File: src/rtl/eth_tx_pkg.sv
`timescale 1ns/1ps
package eth_tx_pkg;

   typedef enum logic [1:0] {
      LM_TP100  = 2'd0,
      LM_FIB100 = 2'd1,
      LM_TP10   = 2'd2
   } line_mode_e;

   typedef enum logic [1:0] {
      FR_IDLE = 2'd0,
      FR_SSD2 = 2'd1,
      FR_DATA = 2'd2,
      FR_ESD2 = 2'd3
   } frame_state_e;

   localparam int CG_W  = 5;
   localparam int NIB_W = 4;

   localparam logic [CG_W-1:0] CG_IDLE = 5'b11111;
   localparam logic [CG_W-1:0] CG_SSD1 = 5'b11000;
   localparam logic [CG_W-1:0] CG_SSD2 = 5'b10001;
   localparam logic [CG_W-1:0] CG_ESD1 = 5'b01101;
   localparam logic [CG_W-1:0] CG_ESD2 = 5'b00111;
   localparam logic [CG_W-1:0] CG_ERR  = 5'b00100;

   function automatic logic [CG_W-1:0] nib_to_cg(input logic [NIB_W-1:0] n);
      logic [CG_W-1:0] c;
      case (n)
         4'h0: c = 5'b11110;
         4'h1: c = 5'b01001;
         4'h2: c = 5'b10100;
         4'h3: c = 5'b10101;
         4'h4: c = 5'b01010;
         4'h5: c = 5'b01011;
         4'h6: c = 5'b01110;
         4'h7: c = 5'b01111;
         4'h8: c = 5'b10010;
         4'h9: c = 5'b10011;
         4'hA: c = 5'b10110;
         4'hB: c = 5'b10111;
         4'hC: c = 5'b11010;
         4'hD: c = 5'b11011;
         4'hE: c = 5'b11100;
         default: c = 5'b11101;
      endcase
      return c;
   endfunction

endpackage

File: src/rtl/tx_group_framer.sv
`timescale 1ns/1ps
module tx_group_framer
   import eth_tx_pkg::*;
#(
   parameter int SER_W = 8
) (
   input  logic             clk,
   input  logic             rst_n,
   input  logic             take,
   input  logic             mode_10,
   input  logic             bypass,
   input  logic             tx_en,
   input  logic             tx_er,
   input  logic [CG_W-1:0]  txd,
   output logic [SER_W-1:0] grp
);

   generate
      if (SER_W < CG_W || SER_W < 2*NIB_W) begin : g_bad_width
         $error("tx_group_framer: SER_W too small for a code group or a Manchester nibble");
      end
   endgenerate

   frame_state_e    st, st_nxt;
   logic [CG_W-1:0] cg;
   logic [SER_W-1:0] man;

   always_comb begin
      st_nxt = st;
      cg     = CG_IDLE;
      if (bypass) begin
         st_nxt = FR_IDLE;
         if (tx_en) cg = tx_er ? CG_ERR : txd;
      end else begin
         case (st)
            FR_IDLE: if (tx_en) begin
               cg     = CG_SSD1;
               st_nxt = FR_SSD2;
            end
            FR_SSD2: begin
               cg     = CG_SSD2;
               st_nxt = FR_DATA;
            end
            FR_DATA: if (tx_en) begin
               cg = tx_er ? CG_ERR : nib_to_cg(txd[NIB_W-1:0]);
            end else begin
               cg     = CG_ESD1;
               st_nxt = FR_ESD2;
            end
            default: begin
               cg     = CG_ESD2;
               st_nxt = FR_IDLE;
            end
         endcase
      end
   end

   always_comb begin
      man = '0;
      for (int i = 0; i < NIB_W; i++) begin
         man[2*i]   = tx_en & ~txd[i];
         man[2*i+1] = tx_en &  txd[i];
      end
   end

   assign grp = mode_10 ? man : {{(SER_W-CG_W){1'b0}}, cg};

   always_ff @(posedge clk or negedge rst_n) begin
      if (!rst_n)                st <= FR_IDLE;
      else if (take && !mode_10) st <= st_nxt;
   end

endmodule

File: src/rtl/tx_serializer.sv
`timescale 1ns/1ps
module tx_serializer #(
   parameter  int SER_W = 8,
   localparam int CNT_W = $clog2(SER_W)
) (
   input  logic             clk,
   input  logic             rst_n,
   input  logic [CNT_W-1:0] last_idx,
   input  logic [SER_W-1:0] load_val,
   output logic             strobe,
   output logic             bit_out
);

   logic [CNT_W-1:0] cnt;
   logic [SER_W-1:0] sh;

   assign strobe  = (cnt == last_idx);
   assign bit_out = sh[0];

   always_ff @(posedge clk or negedge rst_n) begin
      if (!rst_n) begin
         cnt <= '0;
         sh  <= '0;
      end else if (strobe) begin
         cnt <= '0;
         sh  <= load_val;
      end else begin
         cnt <= cnt + 1'b1;
         sh  <= sh >> 1;
      end
   end

endmodule

File: src/rtl/tx_scrambler.sv
`timescale 1ns/1ps
module tx_scrambler #(
   parameter bit          ENABLE = 1'b1,
   parameter int          LEN    = 11,
   parameter int          TAP    = 9,
   parameter int unsigned SEED   = 32'h0000_05A5
) (
   input  logic clk,
   input  logic rst_n,
   input  logic adv,
   output logic key
);

   generate
      if (ENABLE) begin : g_lfsr
         if (TAP < 1 || TAP >= LEN) begin : g_bad_tap
            $error("tx_scrambler: TAP must lie in 1..LEN-1");
         end
         if (SEED[LEN-1:0] == '0) begin : g_bad_seed
            $error("tx_scrambler: SEED must be nonzero");
         end
         logic [LEN-1:0] s;
         assign key = s[LEN-1] ^ s[TAP-1];
         always_ff @(posedge clk or negedge rst_n) begin
            if (!rst_n)   s <= SEED[LEN-1:0];
            else if (adv) s <= {s[LEN-2:0], key};
         end
      end else begin : g_none
         assign key = 1'b0;
      end
   endgenerate

endmodule

File: src/rtl/tx_line_coder.sv
`timescale 1ns/1ps
module tx_line_coder
   import eth_tx_pkg::*;
(
   input  logic       clk,
   input  logic       rst_n,
   input  logic [1:0] mode,
   input  logic       bit_in,
   output logic [1:0] line_sym
);

   logic [1:0] phase;
   logic       nrzi_lvl;
   logic       man_lvl;

   always_ff @(posedge clk or negedge rst_n) begin
      if (!rst_n) begin
         phase    <= 2'd0;
         nrzi_lvl <= 1'b0;
         man_lvl  <= 1'b0;
      end else begin
         case (mode)
            LM_TP100: phase    <= phase + {1'b0, bit_in};
            LM_TP10:  man_lvl  <= bit_in;
            default:  nrzi_lvl <= nrzi_lvl ^ bit_in;
         endcase
      end
   end

   always_comb begin
      case (mode)
         LM_TP100: case (phase)
            2'd1:    line_sym = 2'b01;
            2'd3:    line_sym = 2'b11;
            default: line_sym = 2'b00;
         endcase
         LM_TP10: line_sym = {1'b0, man_lvl};
         default: line_sym = {1'b0, nrzi_lvl};
      endcase
   end

endmodule

File: src/rtl/eth_tx_symbol_encoder.sv
`timescale 1ns/1ps
module eth_tx_symbol_encoder
   import eth_tx_pkg::*;
#(
   parameter bit          SCRAMBLE = 1'b1,
   parameter int          SCR_LEN  = 11,
   parameter int          SCR_TAP  = 9,
   parameter int unsigned SCR_SEED = 32'h0000_05A5
) (
   input  logic       clk,
   input  logic       rst_n,
   input  logic [1:0] mode,
   input  logic       bypass,
   input  logic       tx_en,
   input  logic       tx_er,
   input  logic [4:0] txd,
   output logic       nib_strobe,
   output logic [1:0] line_sym
);

   localparam int SER_W   = 2*NIB_W;
   localparam int CNT_W   = $clog2(SER_W);
   localparam int LAST100 = CG_W - 1;
   localparam int LAST10  = SER_W - 1;

   logic             is_tp100, is_10;
   logic [CNT_W-1:0] last_idx;
   logic [SER_W-1:0] grp;
   logic             raw_bit, key, line_bit;

   assign is_tp100 = (mode == LM_TP100);
   assign is_10    = (mode == LM_TP10);
   assign last_idx = is_10 ? CNT_W'(LAST10) : CNT_W'(LAST100);

   tx_group_framer #(.SER_W(SER_W)) u_framer (
      .clk(clk), .rst_n(rst_n), .take(nib_strobe), .mode_10(is_10),
      .bypass(bypass), .tx_en(tx_en), .tx_er(tx_er), .txd(txd), .grp(grp)
   );

   tx_serializer #(.SER_W(SER_W)) u_ser (
      .clk(clk), .rst_n(rst_n), .last_idx(last_idx), .load_val(grp),
      .strobe(nib_strobe), .bit_out(raw_bit)
   );

   tx_scrambler #(.ENABLE(SCRAMBLE), .LEN(SCR_LEN), .TAP(SCR_TAP), .SEED(SCR_SEED)) u_scr (
      .clk(clk), .rst_n(rst_n), .adv(is_tp100), .key(key)
   );

   assign line_bit = raw_bit ^ (is_tp100 & key);

   tx_line_coder u_line (
      .clk(clk), .rst_n(rst_n), .mode(mode), .bit_in(line_bit), .line_sym(line_sym)
   );

endmodule

File: config.mk
export PLATFORM = sky130hd
export DESIGN_NAME = eth_tx_symbol_encoder
export DESIGN_NICKNAME = d
export VERILOG_FILES = /design/src/rtl/eth_tx_pkg.sv /design/src/rtl/tx_group_framer.sv /design/src/rtl/tx_serializer.sv /design/src/rtl/tx_scrambler.sv /design/src/rtl/tx_line_coder.sv /design/src/rtl/eth_tx_symbol_encoder.sv
export SDC_FILE = /design/constraint.sdc
export NUM_CORES = 1
export LEC_CHECK = 0
export BUFFER_PORTS_ARGS = -buffer_cell sky130_fd_sc_hd__buf_2
export CAP_MARGIN = 40
export CORE_ASPECT_RATIO = 0.9
export CORE_MARGIN = 3
export CORE_UTILIZATION = 55
export DETAILED_ROUTE_END_ITERATION = 7
export MAX_ROUTING_LAYER = met4
export PLACE_DENSITY = 0.75
export SLEW_MARGIN = 15
export SYNTH_ARGS = -nofsm -noshare
export SYNTH_HDL_FRONTEND = slang
export SYNTH_HIERARCHICAL = 1
export SYNTH_SLANG_ARGS = --single-unit
File: constraint.sdc
create_clock -name clk -period 2.7 [get_ports clk]
set_clock_uncertainty 0.2 [all_clocks]
set_input_delay 0.135 -clock clk [delete_from_list [all_inputs] [get_ports clk]]
set_output_delay 0.135 -clock clk [all_outputs]
set_load 0.02 [all_outputs]
==> flow_summary_export.csv <==
group,metric,value,unit
synth,synthDominantCellAreaShare,34.3,%
synth,syn_area_per_cell,11.8,µm²
synth,synth_adder_area_share,4.68,%
routing,number_of_remaining_drc_errors,0,
floorplanning,start_util,61.3,%
worst_setup_path,r2r-end,"u_line/phase[1]",
sta,worst_slew_pin_slew,596,ps
pwr,power.switching_fraction,34.9,%
cts,cts_made_buffers,3,
pwr,power-per-cell-area,730,nW/µm²
synth,synth_top_cells_by_area,"dfrtp_1 (34%), dfstp_2 (9.8%), mux2_4 (9.4%), mux2_2 (5.6%), ha_1 (4.7%)",
worst_setup_path,endpoint,"u_framer/st[0]",
synth,netlist.top_cell.by_area,"dfrtp_1",
placed_design,portBuffers,14,
layout,n_fill_cell,221,
global_route,antenna_found_initial,0,
sta,period_needed,2240,ps
worst_setup_path,endpoint_type_of_the_worst_setup_path,"flip-flop",
pwr,power_report.internal_total,847,µW
cts,h-tree-depth,1,
synth,synth-edff-count,0,
layout,number_of_antenna_cells_inserted,0,
cts,post_cts_resized,0,
synth,syn_inst,136,
synth,postSynth.topFlopCell,"dfrtp_1",
global_route,gr-total-overflow,0,
routing,firstDrtPassIters,4,
cts,cts.sink_count,28,
layout,design.final.nets,177,
worst_setup_path,worst_r2r_startpoint,"u_scr/g_lfsr.s[8]",
routing,wl_per_cell,15.1,µm
synth,synth_top_family_by_area,"multiplexers",
routing,dr_vias,1081,
routing,ant_nets,0,
pwr,clock_power_share,13.2,%
pwr,combPwrFrac,42.1,%
global_route,grt_max_degree,29,
job,max_cap_viol_count,0,
synth,yosys.cell_count.top_type,"dfrtp_1",
cts,ctsRootBufferMaster,"clkbuf_4",
sta,finalCritPeriodShare,82.9,%
worst_hold_path,hold_path_class,"input pin to flip-flop",
cts,clock_latency,330,ps
synth,synth_common_cells,"dfrtp_1 (22), mux2_4 (10), mux2_2 (8), nor2_1 (8)",
synth,synth.mux.area_fraction,18.3,%
synth,area_share_of_xor_xnor_cells_in_the_synthesized_design,4.37,%
synth,synthSimpleGateAreaFrac,13.5,%
synth,netlist-cell-type-count,49,
synth,ys_seq_elements,28,
floorplanning,num_rows,17,
layout,drive_gt1_share,37.3,%
synth,synth_warnings,6,
worst_setup_path,worst_path_arrival,2250,ps
worst_setup_path,criticalPathCategory,"input pin to flip-flop",
pwr,power.sequential.fraction,44.7,%
synth,synth-seq-area-share,44.2,%
worst_hold_path,hold_path.startpoint,"txd[0]",
synth,synth-async-reset-ratio,100,%
global_route,globalRouteTotalUtil,18.4,%
cts,cts_tree,"built",
synth,synth_fp_nets,154,
layout,fin_util,68.2,%
cts,bufs_on_longest_clock_path,2,
cts,cts_setup_buffers,0,
pwr,power_switching,455,µW
routing,routed_wl,2.95,mm
floorplanning,die-height,57.2,µm
routing,post_drt_via_cell_ratio,5.52,
synth,post_synth_instance_area,1600,µm²
worst_setup_path,cp-start-kind,"input pin",
synth,post_synthesis_compound_gate_area_fraction,11.2,%
pwr,leakage,0.862,nW
worst_setup_path,timing.critical_path.required,2710,ps
floorplanning,pin_count,15,
placed_design,gp_congestion,0.854,
worst_setup_path,cp_max_fo,8,
pwr,vdd.ir_drop.worst,0.432,mV
global_route,grt_pass1_vias,1101,
floorplanning,floorplan.die_area,3600,µm²
sta,report.final.slew_viol_count,0,
sta,max-slew-margin-rel,60.3,%
sta,max_freq,447,MHz
routing,initialDrtViolationCount,52,
sta,setup-violations-final,0,
placed_design,detailed_place_hpwl,2.11,mm
worst_setup_path,ff2ff_path_depth,6,
floorplanning,floorplan.die.width,62.9,µm
sta,final_hold_viols,0,
status,outcome,"completed",
sta,finalSetupTns,0,ps
layout,syn_to_final_growth,11.3,%
worst_setup_path,setup.reg_to_reg.worst_slack,510,ps
cts,worst_path_clk_slew,150,ps
sta,setup_repair_after_global_routing_missed_its_margin,"no",
global_route,grt_pass1_wl,5.10,mm
floorplanning,fp.coreArea,2620,µm²
worst_setup_path,setup.worst_path.start,"mode[1]",
==> how the worst min path moves through the flow <==
stage / endpoint / slack [ps] / cells past startpoint
after CTS: u_ser/sh[6] / 0.6 / 3
after floorplan: u_framer/st[0] / -360 / 0
after global routing: u_ser/sh[0] / 70 / 3
after detailed placement: u_ser/sh[7] / -20 / 1
after global placement: u_ser/sh[7] / -40 / 1
final: u_ser/sh[0] / 100 / 3
==> worst max-delay path: stages <==
cell	delay (ps)
dlygate4sd3_1	520
buf_2	170
nor2b_1	300
xor2_1	130
nor3_2	370
buf_4	240
nor2b_1	170
o21ai_2	90
mux2i_1	120
==> layout by cell type, fill, tap and decap left out, drive strengths merged, types with 2 or more instances in the layout <==
cell,instances
dfrtp,22
dlygate4sd3,5
a21oi,5
dfstp,6
and3,2
mux2i,3
nor2,9
o41ai,2
nor2b,5
and2b,2
clkbuf,4
buf,17
xor2,6
ha,6
xnor2,2
mux2,20
inv,6
nor3,3
o21ai,8
o221ai,2
nor3b,2
nand3,2
o21bai,2
nand2,6
==> cell families after synthesis <==
kind of cell	Yosys count
AO/OA/AOI/OAI	25
other	1
AND/OR/NAND/NOR	35
multiplexers	23
buffers and inverters	10
XOR/XNOR	8
flip-flops	28
adder cells (fa/ha/maj)	6
==> registers in the layout, summed over array words and instances (netlist names) <==
name             cells
u_scr/g_lfsr.s      11
u_ser/sh             8
u_ser/cnt            3
u_framer/st          2
u_line/phase         2
u_line/man_lvl       1
u_line/nrzi_lvl      1
==> metal layers <==
metal | up-vias | GRT usage [%] | wire, µm
li1 | 522 | - | -
met1 | 510 | 25.5 | 1380
met2 | 39 | 27.1 | 1340
met3 | 10 | 5.31 | 175
met4 | 0 | 3.77 | 59
met5 | - | - | 0
==> power by group through the flow <==
stage	logic [mW]	clock network [mW]	registers [mW]
floorplan	0.429	0	0.573
global placement	0.515	0	0.584
detailed placement	0.536	0	0.592
CTS	0.543	0.181	0.583
global route	0.606	0.205	0.595
finish	0.548	0.172	0.582
==> timing repair <==
| item | CTS | global route |
|---|---|---|
| setup endpoints to repair | 0 | 0 |
| hold buffers | 4 | 1 |
| endpoints found under the hold margin | 32 | 1 |
==> area by class of cell <==
| type | instances | area [µm²] | share of cell area, % |
|---|---|---|---|
| clock buffer | 4 | 26.3 | 1.47 |
| inverter | 6 | 22.5 | 1.26 |
| multi-input combinational | 98 | 837 | 46.9 |
| sequential | 28 | 708 | 39.7 |
| tap | 38 | 47.5 | 2.66 |
| timing repair buffer | 22 | 143 | 7.99 |
==> stage by stage <==
step / hold slack, ps / power [mW] / instance area [µm²] / cells / worst slack, ps
final: 97.8 / 1.30 / 1780 / 196 / 461
after global placement: -37.7 / 1.10 / 1710 / 187 / 634
after global routing: 74.8 / 1.41 / 1780 / 196 / 316
after CTS: 0.633 / 1.31 / 1770 / 195 / 449
after detailed placement: -20.8 / 1.13 / 1710 / 187 / 576
after floorplan: -361 / 1.00 / 1600 / 136 / 773
Power figures use the tool's default switching activity.
